### config.mk
export PLATFORM = sky130hd
export DESIGN_NAME = dma_req_arbiter
export DESIGN_NICKNAME = d
export VERILOG_FILES = /design/src/rtl/dma_arb_pkg.sv /design/src/rtl/dma_req_sampler.sv /design/src/rtl/dma_pend_flags.sv /design/src/rtl/dma_owner_fsm.sv /design/src/rtl/dma_req_arbiter.sv
export SDC_FILE = /design/constraint.sdc
export NUM_CORES = 1
export LEC_CHECK = 0
export ABC_CLOCK_PERIOD_IN_PS = 2300
export BUFFER_PORTS_ARGS = -buffer_cell sky130_fd_sc_hd__buf_4
export CAP_MARGIN = 20
export CELL_PAD_IN_SITES_DETAIL_PLACEMENT = 1
export CELL_PAD_IN_SITES_GLOBAL_PLACEMENT = 2
export CORE_AREA = 3 3 40 42
export CTS_CLUSTER_SIZE = 10
export DETAILED_ROUTE_END_ITERATION = 10
export DIE_AREA = 0 0 43 45
export PLACE_DENSITY = 0.74
export SLEW_MARGIN = 20
export SYNTH_ARGS = -nofsm -noshare
export SYNTH_HDL_FRONTEND = slang
export SYNTH_SLANG_ARGS = --single-unit
### constraint.sdc
create_clock -name clk -period 2.3 [get_ports clk]
set_clock_uncertainty 0.05 [all_clocks]
set_input_delay 0.23 -clock clk [delete_from_list [all_inputs] [get_ports clk]]
set_output_delay 0.23 -clock clk [all_outputs]
set_load 0.02 [all_outputs]
### src/rtl/dma_arb_pkg.sv
package dma_arb_pkg;

    localparam int MAX_CH = 8;

    typedef enum logic {
        OWN_CPU = 1'b0,
        OWN_DMA = 1'b1
    } owner_e;

    // Isolate the lowest set bit: lowest index has highest priority.
    function automatic logic [MAX_CH-1:0] lowest_set(input logic [MAX_CH-1:0] v);
        return v & (~v + MAX_CH'(1));
    endfunction

endpackage

### src/rtl/dma_req_sampler.sv
module dma_req_sampler #(
    parameter int NUM_CH = 2
) (
    input  logic              clk,
    input  logic              rst,
    input  logic [NUM_CH-1:0] req_in,
    output logic [NUM_CH-1:0] smp
);

    // Sampling period runs falling edge to falling edge.
    always_ff @(negedge clk) begin
        if (rst) smp <= '0;
        else     smp <= req_in;
    end

endmodule

### src/rtl/dma_pend_flags.sv
module dma_pend_flags #(
    parameter int NUM_CH = 2
) (
    input  logic              clk,
    input  logic              rst,
    input  logic [NUM_CH-1:0] smp,
    input  logic [NUM_CH-1:0] en,
    input  logic [NUM_CH-1:0] clr,
    output logic [NUM_CH-1:0] pend
);

    for (genvar k = 0; k < NUM_CH; k++) begin : g_flag
        logic det;
        assign det = smp[k] & en[k];

        // Single bit, no counting; a fresh detection beats the grant clear.
        always_ff @(posedge clk) begin
            if (rst) pend[k] <= 1'b0;
            else     pend[k] <= (pend[k] & ~clr[k]) | det;
        end


        set_on_detect_chk: assert property (@(posedge clk) disable iff (rst)
            (smp[k] && en[k]) |=> pend[k]);


        disabled_quiet_chk: assert property (@(posedge clk) disable iff (rst)
            (!pend[k] && !en[k]) |=> !pend[k]);
    end

endmodule

### src/rtl/dma_owner_fsm.sv
module dma_owner_fsm
    import dma_arb_pkg::*;
#(
    parameter int NUM_CH = 2
) (
    input  logic              clk,
    input  logic              rst,
    input  logic [NUM_CH-1:0] pend,
    input  logic              cpu_done,
    input  logic              xfer_done,
    output logic [NUM_CH-1:0] gnt,
    output logic              cpu_gnt,
    output logic [NUM_CH-1:0] clr
);

    owner_e             owner_q;
    logic [NUM_CH-1:0]  gnt_q;
    logic [MAX_CH-1:0]  pick_full;
    logic [NUM_CH-1:0]  pick;
    logic               hand_over;

    assign pick_full = lowest_set(MAX_CH'(pend));
    assign pick      = NUM_CH'(pick_full);
    assign hand_over = (owner_q == OWN_CPU) && cpu_done && (|pend);
    assign clr       = hand_over ? pick : '0;

    always_ff @(posedge clk) begin
        if (rst) begin
            owner_q <= OWN_CPU;
            gnt_q   <= '0;
        end else if (hand_over) begin
            owner_q <= OWN_DMA;
            gnt_q   <= pick;
        end else if ((owner_q == OWN_DMA) && xfer_done) begin
            owner_q <= OWN_CPU;
            gnt_q   <= '0;
        end
    end

    assign gnt     = gnt_q;
    assign cpu_gnt = (owner_q == OWN_CPU);


    dma_hold_chk: assert property (@(posedge clk) disable iff (rst)
        ((|gnt) && !xfer_done) |=> $stable(gnt));


    dma_return_chk: assert property (@(posedge clk) disable iff (rst)
        ((|gnt) && xfer_done) |=> cpu_gnt);


    cpu_hold_chk: assert property (@(posedge clk) disable iff (rst)
        (cpu_gnt && !cpu_done) |=> cpu_gnt);

endmodule

### src/rtl/dma_req_arbiter.sv
module dma_req_arbiter #(
    parameter int NUM_CH = 2
) (
    input  logic              clk,
    input  logic              rst,
    input  logic [NUM_CH-1:0] ch_en,
    input  logic [NUM_CH-1:0] dma_req,
    input  logic              cpu_done,
    input  logic              xfer_done,
    output logic [NUM_CH-1:0] dma_gnt,
    output logic              cpu_gnt,
    output logic [NUM_CH-1:0] pend
);

    logic [NUM_CH-1:0] smp;
    logic [NUM_CH-1:0] clr;

    dma_req_sampler #(.NUM_CH(NUM_CH)) sampler_i (
        .clk    (clk),
        .rst    (rst),
        .req_in (dma_req),
        .smp    (smp)
    );

    dma_pend_flags #(.NUM_CH(NUM_CH)) flags_i (
        .clk  (clk),
        .rst  (rst),
        .smp  (smp),
        .en   (ch_en),
        .clr  (clr),
        .pend (pend)
    );

    dma_owner_fsm #(.NUM_CH(NUM_CH)) fsm_i (
        .clk       (clk),
        .rst       (rst),
        .pend      (pend),
        .cpu_done  (cpu_done),
        .xfer_done (xfer_done),
        .gnt       (dma_gnt),
        .cpu_gnt   (cpu_gnt),
        .clr       (clr)
    );


    one_owner_chk: assert property (@(posedge clk) disable iff (rst)
        $countones({dma_gnt, cpu_gnt}) == 1);

    for (genvar k = 0; k < NUM_CH; k++) begin : g_chk
        localparam logic [NUM_CH-1:0] LOWER = NUM_CH'((1 << k) - 1);


        prio_pick_chk: assert property (@(posedge clk) disable iff (rst)
            (cpu_gnt && cpu_done && pend[k] && ((pend & LOWER) == '0)) |=> dma_gnt[k]);


        clr_on_gnt_chk: assert property (@(posedge clk) disable iff (rst)
            (cpu_gnt && cpu_done && pend[k] && ((pend & LOWER) == '0)
             && !(smp[k] && ch_en[k])) |=> !pend[k]);
    end

endmodule

==> results_dict.tcl, run 1 <==
set metrics [dict create \
    finalSetupViolCount 0 \
    p_sw_frac 0.262 \
    end_kind "flop" \
    clkTransAtPathRegs_ns 0.06 \
    post_cts_buffers 0 \
    maxSlewViolCount 0 \
    initialDrtViolationCount 0 \
    htreeDepth 1 \
    final_antenna_net_count 0 \
    slowest_stage "dfxtp_1" \
    finalCoreUtilization 0.315 \
    nNetsFinal 56 \
    syn_inst 30 \
    critical-path-max-stage-delay_ns 0.29 \
    die-area_um2 1940 \
    coreArea_um2 1280 \
    fin_cells 62 \
    grt_pass1_vias 281 \
    ys_seq_area_frac 0.528 \
    p_leak_nw 0.179 \
    clk_path_buf_depth 2 \
    critPathRequiredTime_ns 2.40 \
    cts.sinks 7 \
    ff2ff_path_depth 2 \
    final_hold_viol_count 0 \
    cts_tree "done" \
    hp-start "rst" \
    top_level_ports 13 \
    crit_type "flop to flop" \
    cts_resized 0 \
    grt_use_total 0.0884 \
    vias 279 \
    cp_max_fo 1 \
    critPathLaunchType "flop" \
    drv_cap 0 \
    avgSynthCellArea_um2 8.84 \
    pwr-share-clk 0.435 \
    slew_headroom 0.759 \
    die_w_um 43 \
    combinationalPowerShare 0.106 \
    synth_top_area_frac 0.528 \
    firstDrtPassIters 1 \
    ys_top_cells_by_area "dfxtp_1 (53%), nor2b_1 (7.1%), inv_1 (4.2%)" \
    stdcell_area_um2 404 \
    hold_end "flags_i.pend[1]" \
    initial_core_util 0.206 \
    clock_latency_ns 0.31 \
    synthDistinctLibCells 14 \
    met3_length_um 59 \
    synthToLayoutAreaGrowth_pct 52.4 \
    crit_chain "a22oi_1 > nor2_1" \
    grt_max_degree 8 \
    place_congestion 0.609 \
    cts_buffers 3 \
    reg2reg_setup_slack_ns 0.40 \
    worstReg2RegStart "sampler_i.smp[0]" \
    crit_arrival_ns 2.00 \
    power_w 0.000285 \
    vdd_ir_drop_max_mv 0.269 \
    post_drt_wl_per_cell_um 10.8 \
    dp_hpwl_um 526 \
    post_dp_cell_area_um2 374 \
    avgViaCountPerCell 4.50 \
    syn_nets 38 \
    grt_pass1_wl_um 1160 \
    r2r_end "flags_i.pend[0]" \
    rows 13 \
    synthesis.area_um2 265 \
    root_buffer "clkbuf_4" \
    portBuffers 12 \
    top_layer "met4" \
    n_fill_cell 154 \
    power.density_nw_per_um2 704 \
    min_path_cells 2 \
    drive_gt1_frac 0.319 \
    overflow 0 \
    die_y_um 45 \
    worst_pin_slew_ns 0.360 \
    yosysTopAreaCell "dfxtp_1" \
    holdBufCountCts 0 \
    wl_um 670 \
    sequentialPowerShare 0.459 \
    ys_seq_elements 7 \
    dp_cells 57 \
    synth-warning-count 0 \
    fin_setup_tns_ns 0 \
    p_int_w 0.000210 \
    outcome "complete, no violations" \
    multiInputGateArea_um2 114 \
    antenna_found_initial 0 \
    hp-class "input port to flop" \
    wl_met1_um 278 \
    grt_setup_unrepaired "no" \
    final-seq-area_um2 140 \
    dr_wl_met2_um 305 \
    drc_errors 0 \
    diodes 0 \
    p_switching_w 0.0000747 \
]
synthesized netlist by cell type:
cell,number
nand3_1,2
inv_1,3
a21oi_1,2
a22oi_1,1
dfxtp_1,7
a31o_1,1
nand2_1,3
or2b_1,1
o21ai_0,1
nor2b_1,3
nor2_1,3
a31oi_1,1
a2111oi_1,1
o21a_1,1
worst max-delay path, delay by kind of cell (launching register included):
| kind | cells | cell delay [ns] |
|---|---|---|
| DFF | 1 | 0.29 |
| AOI/OAI and AO/OA | 1 | 0.19 |
| and+or+nand+nor | 1 | 0.05 |
worst max path at each step:
| stage | startpoint | depth (start not counted) | slack (ns) | to |
|---|---|---|---|---|
| floorplan | sampler_i.smp[0] | 2 | 0.50 | flags_i.pend[0] |
| global placement | sampler_i.smp[0] | 2 | 0.50 | flags_i.pend[0] |
| detailed placement | sampler_i.smp[0] | 2 | 0.47 | flags_i.pend[0] |
| CTS | sampler_i.smp[0] | 2 | 0.39 | flags_i.pend[0] |
| global route | sampler_i.smp[0] | 2 | 0.35 | flags_i.pend[0] |
| finish | sampler_i.smp[0] | 2 | 0.40 | flags_i.pend[0] |
stage by stage:
stage               hold WS [ns]  setup slack (ns)
finish                     0.137             0.400
global placement           0.402             0.498
floorplan                  0.249             0.503
detailed placement         0.409             0.466
global route               0.134             0.347
CTS                        0.132             0.394
kinds of logic after synthesis:
logic type	after synthesis	share of synthesized area
DFF	7	0.528
buffers and inverters	3	0.0424
and+or+nand+nor	12	0.222
AOI/OAI and AO/OA	8	0.208
area by class of cell:
type	count	area share
Clock buffer	3	0.0557
Clock inverter	3	0.0279
Inverter	2	0.0186
Multi-Input combinational cell	20	0.282
Sequential cell	7	0.347
Tap cell	15	0.0464
Timing Repair Buffer	12	0.223
layout by cell type, fill, tap and decap left out, drive strengths merged:
cell type / count
nand3: 2
buf: 12
inv: 4
nor2b: 3
o21ai: 1
nor2: 3
nand2: 3
a2111oi: 1
clkinv: 1
a21oi: 2
dfxtp: 7
a31o: 1
a31oi: 1
a22oi: 1
or2b: 1
clkbuf: 3
o21a: 1
state kept, by name, summed over array words and instances (netlist names):
name and flops:
flags_i.pend 2, fsm_i.gnt 2, sampler_i.smp 2, fsm_i.owner_q 1
power groups by stage:
stage               combinational, W    clock, W  sequential, W
floorplan                 0.00000988  0.00000817       0.000135
finish                     0.0000302    0.000124       0.000131
CTS                        0.0000308    0.000130       0.000131
global placement           0.0000296  0.00000817       0.000132
detailed placement         0.0000306  0.00000817       0.000133
global route               0.0000336    0.000141       0.000131
metal layers:
metal / vias up / track usage
met3: 4 / 0.0398
met4: 0 / 0.108
met5: - / 0
met2: 11 / 0.111
li1: 138 / -
met1: 126 / 0.0993
Note: power is estimated with default switching activity, not from simulation.
==> run 2, diff against run 1 <==
--- a/config.mk
+++ b/config.mk
@@ -5,16 +5,17 @@
 export SDC_FILE = /design/constraint.sdc
 export NUM_CORES = 1
 export LEC_CHECK = 0
-export ABC_CLOCK_PERIOD_IN_PS = 2300
+export ABC_AREA = 1
+export ABC_CLOCK_PERIOD_IN_PS = 1740
 export BUFFER_PORTS_ARGS = -buffer_cell sky130_fd_sc_hd__buf_4
 export CAP_MARGIN = 20
 export CELL_PAD_IN_SITES_DETAIL_PLACEMENT = 1
 export CELL_PAD_IN_SITES_GLOBAL_PLACEMENT = 2
-export CORE_AREA = 3 3 40 42
+export CORE_MARGIN = 3
+export CORE_UTILIZATION = 17
 export CTS_CLUSTER_SIZE = 10
 export DETAILED_ROUTE_END_ITERATION = 10
-export DIE_AREA = 0 0 43 45
-export PLACE_DENSITY = 0.74
+export PLACE_DENSITY = 0.72
 export SLEW_MARGIN = 20
 export SYNTH_ARGS = -nofsm -noshare
 export SYNTH_HDL_FRONTEND = slang
==> constraint.sdc (replaced) <==
create_clock -name clk -period 1.74 [get_ports clk]
set_clock_uncertainty 0.05 [all_clocks]
set_input_delay 0.174 -clock clk [delete_from_list [all_inputs] [get_ports clk]]
set_output_delay 0.174 -clock clk [all_outputs]
set_load 0.02 [all_outputs]
==> run 2 against run 1 <==
  * Final cell count increased by 6.5%
  * Via count decreased by 2.5%
  * Combinational power increased by 47%
  * Die area grew 3.1%
  * Global-route usage down 0.81 points
  * Critical path type unchanged
  * Largest power group unchanged
==> results_dict.tcl, run 2 <==
set metrics [dict create \
    drc_errors 0 \
    stdcell_area_um2 393 \
    r2r_end "flags_i.pend[1]" \
    grt_pass1_wl_um 1110 \
    coreArea_um2 1350 \
    avgSynthCellArea_um2 7.47 \
    worst_pin_slew_ns 0.208 \
    worstReg2RegStart "sampler_i.smp[1]" \
    clock_latency_ns 0.30 \
    nNetsFinal 60 \
    ff2ff_path_depth 2 \
    synth-simple-area-share 0.246 \
    crit_type "flop to flop" \
    netlist_top_cells_count "nand2_1 (8), dfxtp_1 (7), inv_1 (7)" \
    rows 13 \
    htreeDepth 1 \
    final_antenna_net_count 0 \
    synth_mux_area_frac 0 \
    grt_use_total 0.0803 \
    synth_top_family_by_area "simple AND/OR/NAND/NOR gates" \
    outcome "complete, no violations" \
    ys_top_cells_by_area "dfxtp_1 (55%), nand2_1 (12%), inv_1 (10%)" \
    hp-class "input port to flop" \
    cts_resized 0 \
    synth-edff-count 0 \
    syn_nets 42 \
    crit_arrival_ns 1.64 \
    initialDrtViolationCount 0 \
    mostFrequentLayoutCells "buf_4 (12), inv_1 (8), nand2_1 (8)" \
    syn_inst 34 \
    clkTransAtPathRegs_ns 0.05 \
    post_cts_buffers 0 \
    maxSlewViolCount 0 \
    grt_pass1_vias 298 \
    cts_buffers 3 \
    post_drt_wl_per_cell_um 9.27 \
    synthFlopType "dfxtp_1" \
    ys_seq_area_frac 0.552 \
    vdd_ir_drop_max_mv 0.307 \
    end_kind "flop" \
    holdBufCountCts 0 \
    synth_xor_area_frac 0 \
    synthAdderAreaFrac 0 \
    drv_cap 0 \
    synthArstFlopShare 0 \
    die_y_um 44.7 \
    ys_seq_elements 7 \
    power.density_nw_per_um2 965 \
    top_level_ports 13 \
    fin_setup_tns_ns 0 \
    root_buffer "clkbuf_4" \
    firstDrtPassIters 1 \
    critPathLaunchType "flop" \
    hp-start "rst" \
    synthMostInstantiatedCell "nand2_1" \
    synthDistinctLibCells 7 \
    initial_core_util 0.188 \
    min_path_cells 2 \
    cp_max_fo 1 \
    final_common_cell "buf_4" \
    wl_um 612 \
    critical-path-max-stage-delay_ns 0.30 \
    avgViaCountPerCell 4.12 \
    synth_top_area_frac 0.552 \
    dp_hpwl_um 485 \
    die-area_um2 1990 \
    p_leak_nw 0.190 \
    cts_tree "done" \
    diodes 0 \
    post_dp_cell_area_um2 363 \
    die_w_um 44.7 \
    overflow 0 \
    grt_setup_unrepaired "no" \
    drive_gt1_frac 0.294 \
    vias 272 \
    reg2reg_setup_slack_ns 0.23 \
    yosysTopAreaCell "dfxtp_1" \
    synth_compound_area_frac 0.0985 \
    crit_chain "nand2_1 > a21oi_1" \
    portBuffers 12 \
    grt_max_degree 8 \
    synthToLayoutAreaGrowth_pct 54.7 \
    critPathRequiredTime_ns 1.87 \
    slew_headroom 0.861 \
    clk_path_buf_depth 2 \
    synth-warning-count 0 \
    final_hold_viol_count 0 \
    antenna_found_initial 0 \
    hold_end "flags_i.pend[0]" \
    slowest_stage "dfxtp_1" \
    synthesis.area_um2 254 \
    cts.sinks 7 \
    finalSetupViolCount 0 \
    place_congestion 0.617 \
]
-- run 2: cell count changes in the layout (fill, tap and decap cells not counted), sizes merged, moves of 3 or more --
cell / delta
a21oi: +3
nor2b: -3
inv: +4
nand2: +5
-- run 2: worst max-delay path: cells and delay by family (launching register included) --
family	cells	cell delay (ns)
compound gates	1	0.12
flops	1	0.30
simple gates	1	0.05
-- run 2: cell type report --
type                       instances  area, um2
fill                             177        957
sequential                         7        140
timing repair buffer              12       90.1
multi-input combinational         20       87.6
clock buffer                       4       26.3
inverter                           6       22.5
tap                               15       18.8
clock inverter                     2       7.51
-- run 2: routing by layer --
metal  up-vias  GRT usage  wire [um]
met5         -          0          0
met4         0     0.0542          0
met3         0     0.0366         63
met2        11      0.123        299
met1       124     0.0874        249
li1        137          -          -
-- run 2: logic make-up (layout without fill, tap and decap cells) --
family | Yosys count | count (layout)
buffers and inverters | 7 | 24
AND/OR/NAND/NOR | 15 | 15
AO/OA/AOI/OAI | 5 | 5
flip-flops | 7 | 7
-- run 2: through the flow --
step,util,total power [W],hold WS [ns],worst slack [ns],std cells
2_1_floorplan,-,0.000206,0.193,0.316,34
3_3_place_gp,0.269,0.000231,0.351,0.297,61
3_5_place_dp,0.269,0.000232,0.354,0.293,61
4_1_cts,0.291,0.000396,0.0836,0.222,66
5_1_grt,0.291,0.000420,0.0897,0.142,66
6_report,0.291,0.000379,0.0914,0.232,66
-- run 2: report_power, final --
group | internal [W] | switching (W) | total, W
clock network | 0.0000936 | 0.0000682 | 0.000162
logic | 0.0000223 | 0.0000221 | 0.0000444
registers | 0.000169 | 0.00000427 | 0.000173
-- run 2: how the worst max path moves through the flow --
stage | slack (ns) | depth (start not counted) | end | startpoint
2_1_floorplan | 0.32 | 2 | flags_i.pend[0] | sampler_i.smp[0]
3_3_place_gp | 0.30 | 2 | flags_i.pend[0] | sampler_i.smp[0]
3_5_place_dp | 0.29 | 2 | flags_i.pend[1] | sampler_i.smp[1]
4_1_cts | 0.22 | 2 | flags_i.pend[0] | sampler_i.smp[0]
5_1_grt | 0.14 | 2 | flags_i.pend[0] | sampler_i.smp[0]
6_report | 0.23 | 2 | flags_i.pend[1] | sampler_i.smp[1]
